`src/rtl/fracmul_pkg.sv`:
```
package fracmul_pkg;

  typedef enum logic [2:0] {
    K_NONE,
    K_LANE,
    K_BC_HI,
    K_BC_LO,
    K_BYTE_HI,
    K_BYTE_LO,
    K_PAIR_HI,
    K_PAIR_LO
  } mul_kind_e;

  localparam logic [8:0] OPC_LANE    = 9'h031;
  localparam logic [8:0] OPC_BC_HI   = 9'h033;
  localparam logic [8:0] OPC_BC_LO   = 9'h035;
  localparam logic [8:0] OPC_BYTE_HI = 9'h036;
  localparam logic [8:0] OPC_BYTE_LO = 9'h037;
  localparam logic [8:0] OPC_PAIR_HI = 9'h038;
  localparam logic [8:0] OPC_PAIR_LO = 9'h039;

  function automatic mul_kind_e decode_kind(input logic [8:0] opc);
    case (opc)
      OPC_LANE:    decode_kind = K_LANE;
      OPC_BC_HI:   decode_kind = K_BC_HI;
      OPC_BC_LO:   decode_kind = K_BC_LO;
      OPC_BYTE_HI: decode_kind = K_BYTE_HI;
      OPC_BYTE_LO: decode_kind = K_BYTE_LO;
      OPC_PAIR_HI: decode_kind = K_PAIR_HI;
      OPC_PAIR_LO: decode_kind = K_PAIR_LO;
      default:     decode_kind = K_NONE;
    endcase
  endfunction

endpackage

```
`src/rtl/fracmul_steer.sv`:
```
module fracmul_steer
  import fracmul_pkg::*;
#(
  parameter int LANES  = 4,
  parameter int PIX_W  = 8,
  parameter int COEF_W = 16,
  localparam int DW    = LANES * COEF_W
) (
  input  mul_kind_e                  kind,
  input  logic [DW-1:0]              opa,
  input  logic [DW-1:0]              opb,
  output logic [LANES-1:0][PIX_W-1:0]  pix,
  output logic [LANES-1:0][COEF_W-1:0] coef,
  output logic [LANES-1:0]           lane_on,
  output logic                       pair
);

  localparam int PAIRS = LANES / 2;

  always_comb begin
    pair = (kind == K_PAIR_HI) || (kind == K_PAIR_LO);
    for (int i = 0; i < LANES; i++) begin
      coef[i]    = opb[COEF_W*i +: COEF_W];
      pix[i]     = opa[PIX_W*i +: PIX_W];
      lane_on[i] = 1'b1;
      case (kind)
        K_LANE: ;
        K_BC_HI: coef[i] = opb[COEF_W +: COEF_W];
        K_BC_LO: coef[i] = opb[0 +: COEF_W];
        K_BYTE_HI: pix[i] = opa[COEF_W*i + PIX_W +: PIX_W];
        K_BYTE_LO: pix[i] = opa[COEF_W*i +: PIX_W];
        K_PAIR_HI: begin
          pix[i]     = opa[COEF_W*i + PIX_W +: PIX_W];
          lane_on[i] = (i < PAIRS);
        end
        K_PAIR_LO: begin
          pix[i]     = opa[COEF_W*i +: PIX_W];
          lane_on[i] = (i < PAIRS);
        end
        default: lane_on[i] = 1'b0;
      endcase
    end
  end

endmodule

```
`src/rtl/fracmul_lane.sv`:
```
module fracmul_lane #(
  parameter int PIX_W  = 8,
  parameter int COEF_W = 16,
  localparam int PROD_W = PIX_W + COEF_W
) (
  input  logic              clk,
  input  logic              rst_n,
  input  logic              en,
  input  logic [PIX_W-1:0]  pix,
  input  logic [COEF_W-1:0] coef,
  input  logic              lane_on,
  output logic [PROD_W-1:0] prod_q
);

  logic signed [PIX_W:0]    pix_s;
  logic signed [COEF_W-1:0] coef_s;
  logic signed [PROD_W:0]   full;
  logic [PROD_W-1:0]        prod_d;

  always_comb begin
    pix_s  = $signed({1'b0, pix});
    coef_s = $signed(coef);
    full   = pix_s * coef_s;
    prod_d = lane_on ? full[PROD_W-1:0] : '0;
  end

  always_ff @(posedge clk or negedge rst_n) begin
    if (!rst_n)  prod_q <= '0;
    else if (en) prod_q <= prod_d;
  end


  lane_off_zero_chk: assert property (@(posedge clk) disable iff (!rst_n)
    (en && !lane_on) |=> (prod_q == '0));


  lane_hold_chk: assert property (@(posedge clk) disable iff (!rst_n)
    !en |=> $stable(prod_q));

endmodule

```
`src/rtl/fracmul_pack.sv`:
```
module fracmul_pack #(
  parameter int LANES  = 4,
  parameter int PIX_W  = 8,
  parameter int COEF_W = 16,
  localparam int PROD_W = PIX_W + COEF_W,
  localparam int DW     = LANES * COEF_W
) (
  input  logic                         clk,
  input  logic                         rst_n,
  input  logic                         en,
  input  logic                         pair,
  input  logic [LANES-1:0][PROD_W-1:0] prod,
  output logic [DW-1:0]                res_q
);

  localparam int PAIRS = LANES / 2;
  localparam int SLOT  = 2 * COEF_W;
  localparam int SHIFT = PIX_W - 1;

  logic [LANES-1:0][COEF_W-1:0] scaled;
  logic [DW-1:0] res_d;

  generate
    for (genvar g = 0; g < LANES; g++) begin : g_round
      assign scaled[g] = prod[g][PROD_W-1:PIX_W]
                       + {{(COEF_W-1){1'b0}}, prod[g][PIX_W-1]};
    end
  endgenerate

  always_comb begin
    res_d = '0;
    if (pair) begin
      for (int i = 0; i < PAIRS; i++)
        res_d[SLOT*i + SHIFT +: COEF_W] = scaled[i];
    end else begin
      for (int i = 0; i < LANES; i++)
        res_d[COEF_W*i +: COEF_W] = scaled[i];
    end
  end

  always_ff @(posedge clk or negedge rst_n) begin
    if (!rst_n)  res_q <= '0;
    else if (en) res_q <= res_d;
  end


  pair_pad_zero_chk: assert property (@(posedge clk) disable iff (!rst_n)
    (en && pair) |=> (res_q[SHIFT-1:0] == '0 && res_q[SLOT-1:SHIFT+COEF_W] == '0
                      && res_q[SLOT +: SHIFT] == '0 && res_q[DW-1:SLOT+SHIFT+COEF_W] == '0));


  res_hold_chk: assert property (@(posedge clk) disable iff (!rst_n)
    !en |=> $stable(res_q));

endmodule

```
`src/rtl/fracmul8x16.sv`:
```
module fracmul8x16
  import fracmul_pkg::*;
#(
  parameter int LANES  = 4,
  parameter int PIX_W  = 8,
  parameter int COEF_W = 16,
  localparam int DW     = LANES * COEF_W,
  localparam int PROD_W = PIX_W + COEF_W
) (
  input  logic          clk,
  input  logic          rst_n,
  input  logic          op_valid,
  input  logic [8:0]    op_code,
  input  logic [DW-1:0] op_a,
  input  logic [DW-1:0] op_b,
  output logic          res_valid,
  output logic [DW-1:0] res
);

  mul_kind_e                    kind;
  logic [LANES-1:0][PIX_W-1:0]  pix;
  logic [LANES-1:0][COEF_W-1:0] coef;
  logic [LANES-1:0]             lane_on;
  logic                         pair_d, pair_q;
  logic [LANES-1:0][PROD_W-1:0] prod_q;
  logic                         s1_valid;

  assign kind = decode_kind(op_code);

  fracmul_steer #(.LANES(LANES), .PIX_W(PIX_W), .COEF_W(COEF_W)) u_steer (
    .kind(kind), .opa(op_a), .opb(op_b),
    .pix(pix), .coef(coef), .lane_on(lane_on), .pair(pair_d)
  );

  generate
    for (genvar g = 0; g < LANES; g++) begin : g_lane
      fracmul_lane #(.PIX_W(PIX_W), .COEF_W(COEF_W)) u_lane (
        .clk(clk), .rst_n(rst_n), .en(op_valid),
        .pix(pix[g]), .coef(coef[g]), .lane_on(lane_on[g]),
        .prod_q(prod_q[g])
      );
    end
  endgenerate

  always_ff @(posedge clk or negedge rst_n) begin
    if (!rst_n) begin
      s1_valid  <= 1'b0;
      res_valid <= 1'b0;
    end else begin
      s1_valid  <= op_valid;
      res_valid <= s1_valid;
    end
  end

  always_ff @(posedge clk or negedge rst_n) begin
    if (!rst_n)        pair_q <= 1'b0;
    else if (op_valid) pair_q <= pair_d;
  end

  fracmul_pack #(.LANES(LANES), .PIX_W(PIX_W), .COEF_W(COEF_W)) u_pack (
    .clk(clk), .rst_n(rst_n), .en(s1_valid), .pair(pair_q),
    .prod(prod_q), .res_q(res)
  );


  stage1_follow_chk: assert property (@(posedge clk) disable iff (!rst_n)
    op_valid |=> s1_valid);


  stage2_follow_chk: assert property (@(posedge clk) disable iff (!rst_n)
    s1_valid |=> res_valid);


  no_spurious_chk: assert property (@(posedge clk) disable iff (!rst_n)
    !s1_valid |=> !res_valid);


  out_hold_chk: assert property (@(posedge clk) disable iff (!rst_n)
    !s1_valid |=> $stable(res));

endmodule

```
`config.mk`:
```
export PLATFORM = sky130hd
export DESIGN_NAME = fracmul8x16
export DESIGN_NICKNAME = d
export VERILOG_FILES = /design/src/rtl/fracmul_pkg.sv /design/src/rtl/fracmul_steer.sv /design/src/rtl/fracmul_lane.sv /design/src/rtl/fracmul_pack.sv /design/src/rtl/fracmul8x16.sv
export SDC_FILE = /design/constraint.sdc
export NUM_CORES = 2
export LEC_CHECK = 0
export BUFFER_PORTS_ARGS = -buffer_cell sky130_fd_sc_hd__buf_2
export CAP_MARGIN = 20
export CORE_UTILIZATION = 40
export CTS_BUF_LIST = sky130_fd_sc_hd__clkbuf_16
export DETAILED_ROUTE_END_ITERATION = 16
export PLACE_DENSITY = 0.59
export SLEW_MARGIN = 10
export SYNTH_ARGS = -nofsm -noshare
export SYNTH_HDL_FRONTEND = slang
export SYNTH_SLANG_ARGS = --single-unit
```
`constraint.sdc`:
```
create_clock -name clk -period 2.6 [get_ports clk]
set_clock_uncertainty 0.2 [all_clocks]
set_input_delay 0.26 -clock clk [delete_from_list [all_inputs] [get_ports clk]]
set_output_delay 0.26 -clock clk [all_outputs]
set_load 0.02 [all_outputs]
```
# Word-level counts from Yosys, hierarchy flattened

Cells that the tools add are included.

Output and inout bits: 65
Register bits: 163
Bits of input ports: 140
Word-level logic and storage cells: 55

Reductions and logical operators: 5
Multipliers: 4
Add/sub/neg operators: 4
Equal/unequal tests: 14
Multiplexer cells: 20

Operators with widths:

| operator                                            | count |
|---|---|
| multiplier 9 x 16 -> 24 bit                         | 4 |
| two-way mux 24 bit                                  | 4 |
| two-way mux 16 bit                                  | 5 |
| adder 16 x 1 -> 16 bit                              | 4 |
| one-hot mux 16 bit (2 select lines)                 | 2 |
| equality test 9 x 6 -> 1 bit, second input constant | 7 |
| one-hot mux 8 bit (2 select lines)                  | 3 |
| one-hot mux 3 bit (7 select lines)                  | 1 |
| equality test 3 bit, second input constant          | 4 |
| two-way mux 9 bit                                   | 1 |
| two-way mux 8 bit                                   | 1 |
| two-way mux 7 bit                                   | 1 |
| OR reduction 7 bit                                  | 1 |
| equality test 3 x 2 -> 1 bit, second input constant | 2 |
| OR reduction 5 bit                                  | 1 |
| OR reduction 2 bit                                  | 2 |
| equality test 3 x 1 -> 1 bit, second input constant | 1 |
| two-way mux 1 bit                                   | 2 |
| logical OR 1 bit                                    | 1 |

# Longest topological paths before layout

Depth in word-level cells: 7
Gate-level depth with buffers: 27
Depth with buffers taken out: 25

# By module

From an unflattened synthesis, not the netlist that was laid out.

Cell total of the unflattened synthesis: 3070
Area, all modules: 27226.1 sq um

By module, submodules not included:

| module                           | cells each | area each (sq um) | times used | seq. area each (sq um) |
|---|---|---|---|---|
| fracmul_lane at g_lane[2].u_lane | 635        | 5482.8            | 1          | 600.6 |
| fracmul_lane at g_lane[1].u_lane | 623        | 5462.7            | 1          | 600.6 |
| fracmul_lane at g_lane[0].u_lane | 609        | 5403.9            | 1          | 600.6 |
| fracmul_lane at g_lane[3].u_lane | 602        | 5381.4            | 1          | 600.6 |
| fracmul_pack                     | 366        | 3582.2            | 1          | 1601.5 |
| fracmul_steer                    | 219        | 1742.9            | 1          | 0.0 |
| fracmul8x16                      | 16         | 170.2             | 1          | 75.1 |

# Worst setup path before layout

Ideal clock, no wire load.

Path kind: input -> register
Start: input port op_code[8]
End: register g_lane[2].u_lane.prod_q[23]
Arrival time: 7.007 ns
Cell stages on the path: 26
Data required time: 2.331 ns
Path buffers: 4
Library setup time: 0.069 ns
Path slack: -4.676 ns
Cell sequence: or3_1 -> buf_2 -> a211oi_4 -> clkbuf_1 -> clkbuf_1 -> o21a_1 -> buf_1 -> nand2_1 -> fa_1 -> inv_1 -> fa_1 -> inv_1 -> fa_1 -> fa_1 -> inv_1 -> ha_1 -> o21a_1 -> o21a_1 -> o21ai_0 -> o311a_1 -> o31ai_4 -> o311a_4 -> o41ai_4 -> o21ai_2 -> a2111o_1 -> nand3_1

Word-level cells in the longest chain between the ends: 7
Elaborated cells on any way between the ends: 23
Those cells by class: mul (1); eq/ne (14); mux (5); reduce/logical (3)

RTL lines:

| element                              | line                | RTL |
|---|---|---|
| start, declared                      | fracmul8x16.sv:13   | `input logic [8:0] op_code,` |
| equality test 9 x 6 -> 1 bit         | fracmul_pkg.sv:23   | `case (opc)` |
| one-hot mux 3 bit (7 select lines) * | fracmul_pkg.sv:23   |  |
| equality test 3 bit                  | fracmul_steer.sv:26 | `case (kind)` |
| OR reduction 2 bit (no source line)  | n/a                 |  |
| one-hot mux 8 bit (2 select lines)   | fracmul_steer.sv:26 |  |
| multiplier 9 x 16 -> 24 bit          | fracmul_lane.sv:23  | `full = pix_s * coef_s;` |
| two-way mux 24 bit *                 | fracmul_lane.sv:24  | `prod_d = lane_on ? full[PROD_W-1:0] : '0;` |
| end signal, assigned                 | fracmul_lane.sv:29  | `else if (en) prod_q <= prod_d;` |
| end, declared                        | fracmul_lane.sv:12  | `output logic [PROD_W-1:0] prod_q` |

Mark *: on every way between the ends. The rest lies on a longest branch, timed or not.
A chain may end at the register's enable or synchronous reset.

# Final worst setup path

Start: input port op_code[7]
End: register g_lane[2].u_lane.prod_q[20]

Same word-level chain as after synthesis.

==> metrics <==
status=complete, but fails checks; violated checks=negative setup slack; cts bufs inserted=17; GRT overflow=0; yosys warns=0; die outline height=250 um; top flip-flop cell by instance count after synthesis=sky130_fd_sc_hd__dfrtp_1; combined global-route utilization of all metal layers=27.0%; sequential-to-total area share from yosys stat=13.7%; per-cell routed wire length=18.4 um; arrival time at the worst endpoint=6.17 ns; path category of the worst min-delay check=in2reg; core area=60,600 um2; Synth-to-Final Area Change=43.2%; total power per unit cell area=943 nW/um2; global-route wire length before repair=133,000 um; timing-limited maximum frequency=0.165 GHz; Setup crit end kind=flip-flop; sum of negative setup slack=-213.29 ns; effective utilization at floorplan=40.6%; post-synth net total=3,608; number of flip-flops and latches in the synthesized netlist=135; proportion of synthesized area in mux cells=2.45%; setup slack of the critical path after layout=-3.46 ns; vias in the first global route=24,564; count of antenna-violating nets left after detailed routing=0; worst reg2reg path startpoint=g_lane[2].u_lane.prod_q[11]; measured slew at the worst slew-check pin=0.679 ns; hold violation total from the final report=0; Worst Setup Path Type=in2reg; number of setup violations in the final report=68; post-placement setup slack=-4.29 ns; final core utilization=58.1%; worst hold stages=2; Maximum Capacitance Violations=0; overall power after layout=33,200 uW; worst max-slew margin expressed relative to the limit=53.5%; startpoint kind of the worst setup timing path=input pin; router iterations before antenna repair=5; pins over their slew limit=0; Total Wirelength=83,400 um; number of cells on the worst reg-to-reg path=10; last weighted congestion value of the routability-driven placer=0.961; total leakage power=0.0182 uW; buffers from clock root to sink, at most=2; Chip Width=250 um; main combinational cell family by area after synthesis=adder cells; maximum number of pins on one net before global-route repair=59; Clk Latency, worst-skew pair=0.42 ns; Period Utilization, post-route=233%; n_diodes=0; fin crit period=6.06 ns; post-synthesis average cell area=8.50 um2; Worst VDD drop=714 uV; number of violations reported at the end of detailed-routing iteration 0=1,173; Port Buffers=204; setup repair after global routing missed its margin=true; number of instances in the placed design=4,390; drt drc=0; largest fanout on the critical path=7; boundary pin count=205; number of vias after detailed routing=22,780; endpoint of the most critical register-to-register path=u_pack.res_q[47]; DP HPWL=70,400 um; share of cells above drive strength 1=36.1%; Syn Std Cell Area=24,600 um2; count of flip-flops with a built-in enable after synthesis=0; async set or reset register ratio after synthesis=100%; crit path from=op_code[7]; count of cell types in the netlist=85; Final Net Count=4,462; number of H-tree levels=4; CTS tree=built; WP data required=2.71 ns; non-filler cells in the finished layout=4,541; xor-xnor portion of the synthesized cell area=4.92%; critical path capture point=g_lane[2].u_lane.prod_q[20]; root buffer cell=sky130_fd_sc_hd__clkbuf_16; reg-to-reg setup timing slack=0.15 ns; Synth Area in Simple Gates=15.7%; compound-gate portion of the synthesized area=10.7%; cell count after synthesis=2,892; Sink Count=135; antenna violations before repair=0; Vias/cell=5.02; post-synthesis share of cell area spent on full adders, half adders and majority gates=41.4%; area enclosed by the die boundary=62,500 um2; count of standard-cell rows=90; clock-pin transition on the worst setup and hold timing paths=0.07 ns
area by class of cell:
class | instances | area, um2
clock buffers | 17 | 425
multi-input cells | 2039 | 20700
clock inverters | 15 | 151
fillers | 5309 | 25400
well taps | 782 | 978
inverters | 634 | 2380
repair buffers | 919 | 7180
flip-flops and latches | 135 | 3380
metal layers:
metal	vias up	part of all wire (%)	global-route usage, %
met4	0	3.8	8.82
met5	-	0	0
met3	134	4.8	2.77
met2	631	49	47.5
met1	11305	42	34.7
li1	10710	-	-
worst max-delay path: stages:
cell	delay (ns)
sky130_fd_sc_hd__buf_6	0.09
sky130_fd_sc_hd__or3_4	0.44
sky130_fd_sc_hd__nor3_4	0.32
sky130_fd_sc_hd__buf_6	0.20
sky130_fd_sc_hd__nand2_2	0.08
sky130_fd_sc_hd__nand2_2	0.15
sky130_fd_sc_hd__a21o_1	0.18
sky130_fd_sc_hd__nand2_4	0.06
sky130_fd_sc_hd__fa_1	0.50
sky130_fd_sc_hd__inv_2	0.05
sky130_fd_sc_hd__fa_1	0.55
sky130_fd_sc_hd__inv_2	0.04
sky130_fd_sc_hd__fa_1	0.46
sky130_fd_sc_hd__fa_1	0.52
sky130_fd_sc_hd__inv_2	0.05
sky130_fd_sc_hd__ha_4	0.23
sky130_fd_sc_hd__a2111oi_4	0.39
sky130_fd_sc_hd__o311a_1	0.27
sky130_fd_sc_hd__o31ai_4	0.09
sky130_fd_sc_hd__o311a_4	0.34
sky130_fd_sc_hd__o41ai_4	0.35
sky130_fd_sc_hd__buf_4	0.20
sky130_fd_sc_hd__buf_6	0.09
sky130_fd_sc_hd__xnor2_2	0.05
sky130_fd_sc_hd__a22o_1	0.18
timing repair:
action	in CTS	in global routing
pin swaps	165	149
gates cloned	7	4
hold buffers	1	0
endpoints found under the setup margin	69	71
resized for setup	292	185
hold endpoints to repair	51	0
buffers inserted	79	41
worst min path at each step:
| stage | start | to | slack (ns) |
|---|---|---|---|
| after floorplan | rst_n | g_lane[0].u_lane.prod_q[10] | -0.24 |
| after global placement | rst_n | u_pack.res_q[6] | 0.04 |
| after detailed placement | rst_n | u_pack.res_q[4] | 0.05 |
| after CTS | op_valid | g_lane[1].u_lane.prod_q[15] | 0.05 |
| after global routing | op_valid | g_lane[2].u_lane.prod_q[9] | 0.09 |
| final | op_valid | g_lane[2].u_lane.prod_q[10] | 0.1 |
stage by stage:
step,hold slack (ns),area (um2)
finish,0.0953,35200
CTS,0.0541,34000
floorplan,-0.236,25000
global placement,0.0442,31300
global route,0.0922,35200
detailed placement,0.0473,31300
synth_stat cells, types with 4 or more instances:
cell	count	area, um2
sky130_fd_sc_hd__a31oi_1	6	37.5
sky130_fd_sc_hd__a31o_2	9	78.8
sky130_fd_sc_hd__a22o_1	10	87.6
sky130_fd_sc_hd__o21ai_1	13	65.1
sky130_fd_sc_hd__a21oi_1	93	465
sky130_fd_sc_hd__o2111ai_1	4	35.0
sky130_fd_sc_hd__nand3b_1	6	45.0
sky130_fd_sc_hd__nor2b_1	17	106
sky130_fd_sc_hd__nor3b_1	4	30.0
sky130_fd_sc_hd__clkbuf_1	76	285
sky130_fd_sc_hd__o22ai_1	56	350
sky130_fd_sc_hd__nand2b_1	20	125
sky130_fd_sc_hd__o21ai_0	41	205
sky130_fd_sc_hd__inv_1	633	2380
sky130_fd_sc_hd__or2_2	6	37.5
sky130_fd_sc_hd__nor2_1	291	1090
sky130_fd_sc_hd__ha_1	180	2250
sky130_fd_sc_hd__xnor2_1	102	893
sky130_fd_sc_hd__nand4_1	13	81.3
sky130_fd_sc_hd__a21o_1	53	398
sky130_fd_sc_hd__nor4_1	5	31.3
sky130_fd_sc_hd__nand2_1	396	1490
sky130_fd_sc_hd__dfrtp_1	135	3380
sky130_fd_sc_hd__a211oi_1	5	37.5
sky130_fd_sc_hd__nor3_1	17	85.1
sky130_fd_sc_hd__o2bb2ai_1	20	175
sky130_fd_sc_hd__buf_1	5	18.8
sky130_fd_sc_hd__mux2i_1	28	280
sky130_fd_sc_hd__o21bai_1	6	45.0
sky130_fd_sc_hd__fa_1	396	7930
sky130_fd_sc_hd__xor2_1	36	315
sky130_fd_sc_hd__o21a_1	10	75.1
sky130_fd_sc_hd__and2_1	39	244
sky130_fd_sc_hd__o211ai_1	19	143
sky130_fd_sc_hd__mux2_2	24	270
sky130_fd_sc_hd__nand3_1	32	160
sky130_fd_sc_hd__and3_1	18	113
registers in the layout, indices dropped and copies added, names as in the netlist:
register / count
g_lane.u_lane.prod_q: 68
u_pack.res_q: 64
pair_q: 1
res_valid: 1
s1_valid: 1
cell usage in the layout (no fill, tap or decap), types with 33 or more instances in the layout:
| master | count |
|---|---|
| sky130_fd_sc_hd__a21o_1 | 45 |
| sky130_fd_sc_hd__a21oi_1 | 52 |
| sky130_fd_sc_hd__and2_1 | 37 |
| sky130_fd_sc_hd__buf_2 | 201 |
| sky130_fd_sc_hd__buf_4 | 602 |
| sky130_fd_sc_hd__buf_6 | 75 |
| sky130_fd_sc_hd__dfrtp_1 | 134 |
| sky130_fd_sc_hd__fa_1 | 382 |
| sky130_fd_sc_hd__ha_1 | 148 |
| sky130_fd_sc_hd__inv_1 | 591 |
| sky130_fd_sc_hd__inv_2 | 43 |
| sky130_fd_sc_hd__nand2_1 | 360 |
| sky130_fd_sc_hd__nand2_2 | 33 |
| sky130_fd_sc_hd__nor2_1 | 244 |
| sky130_fd_sc_hd__o22ai_1 | 47 |
| sky130_fd_sc_hd__xnor2_1 | 77 |
kinds of logic after synthesis:
kind of cell,after synthesis
compound gates,382
xor+xnor,138
fa+ha+maj,576
buf+inv,720
flops,135
mux,55
simple gates,886
where the power goes:
group,internal (uW),switching (uW)
registers,2180,65.5
clock network,1280,1060
logic,14400,14300
total,17800,15400
No activity file was read; power rests on OpenSTA's default activity.
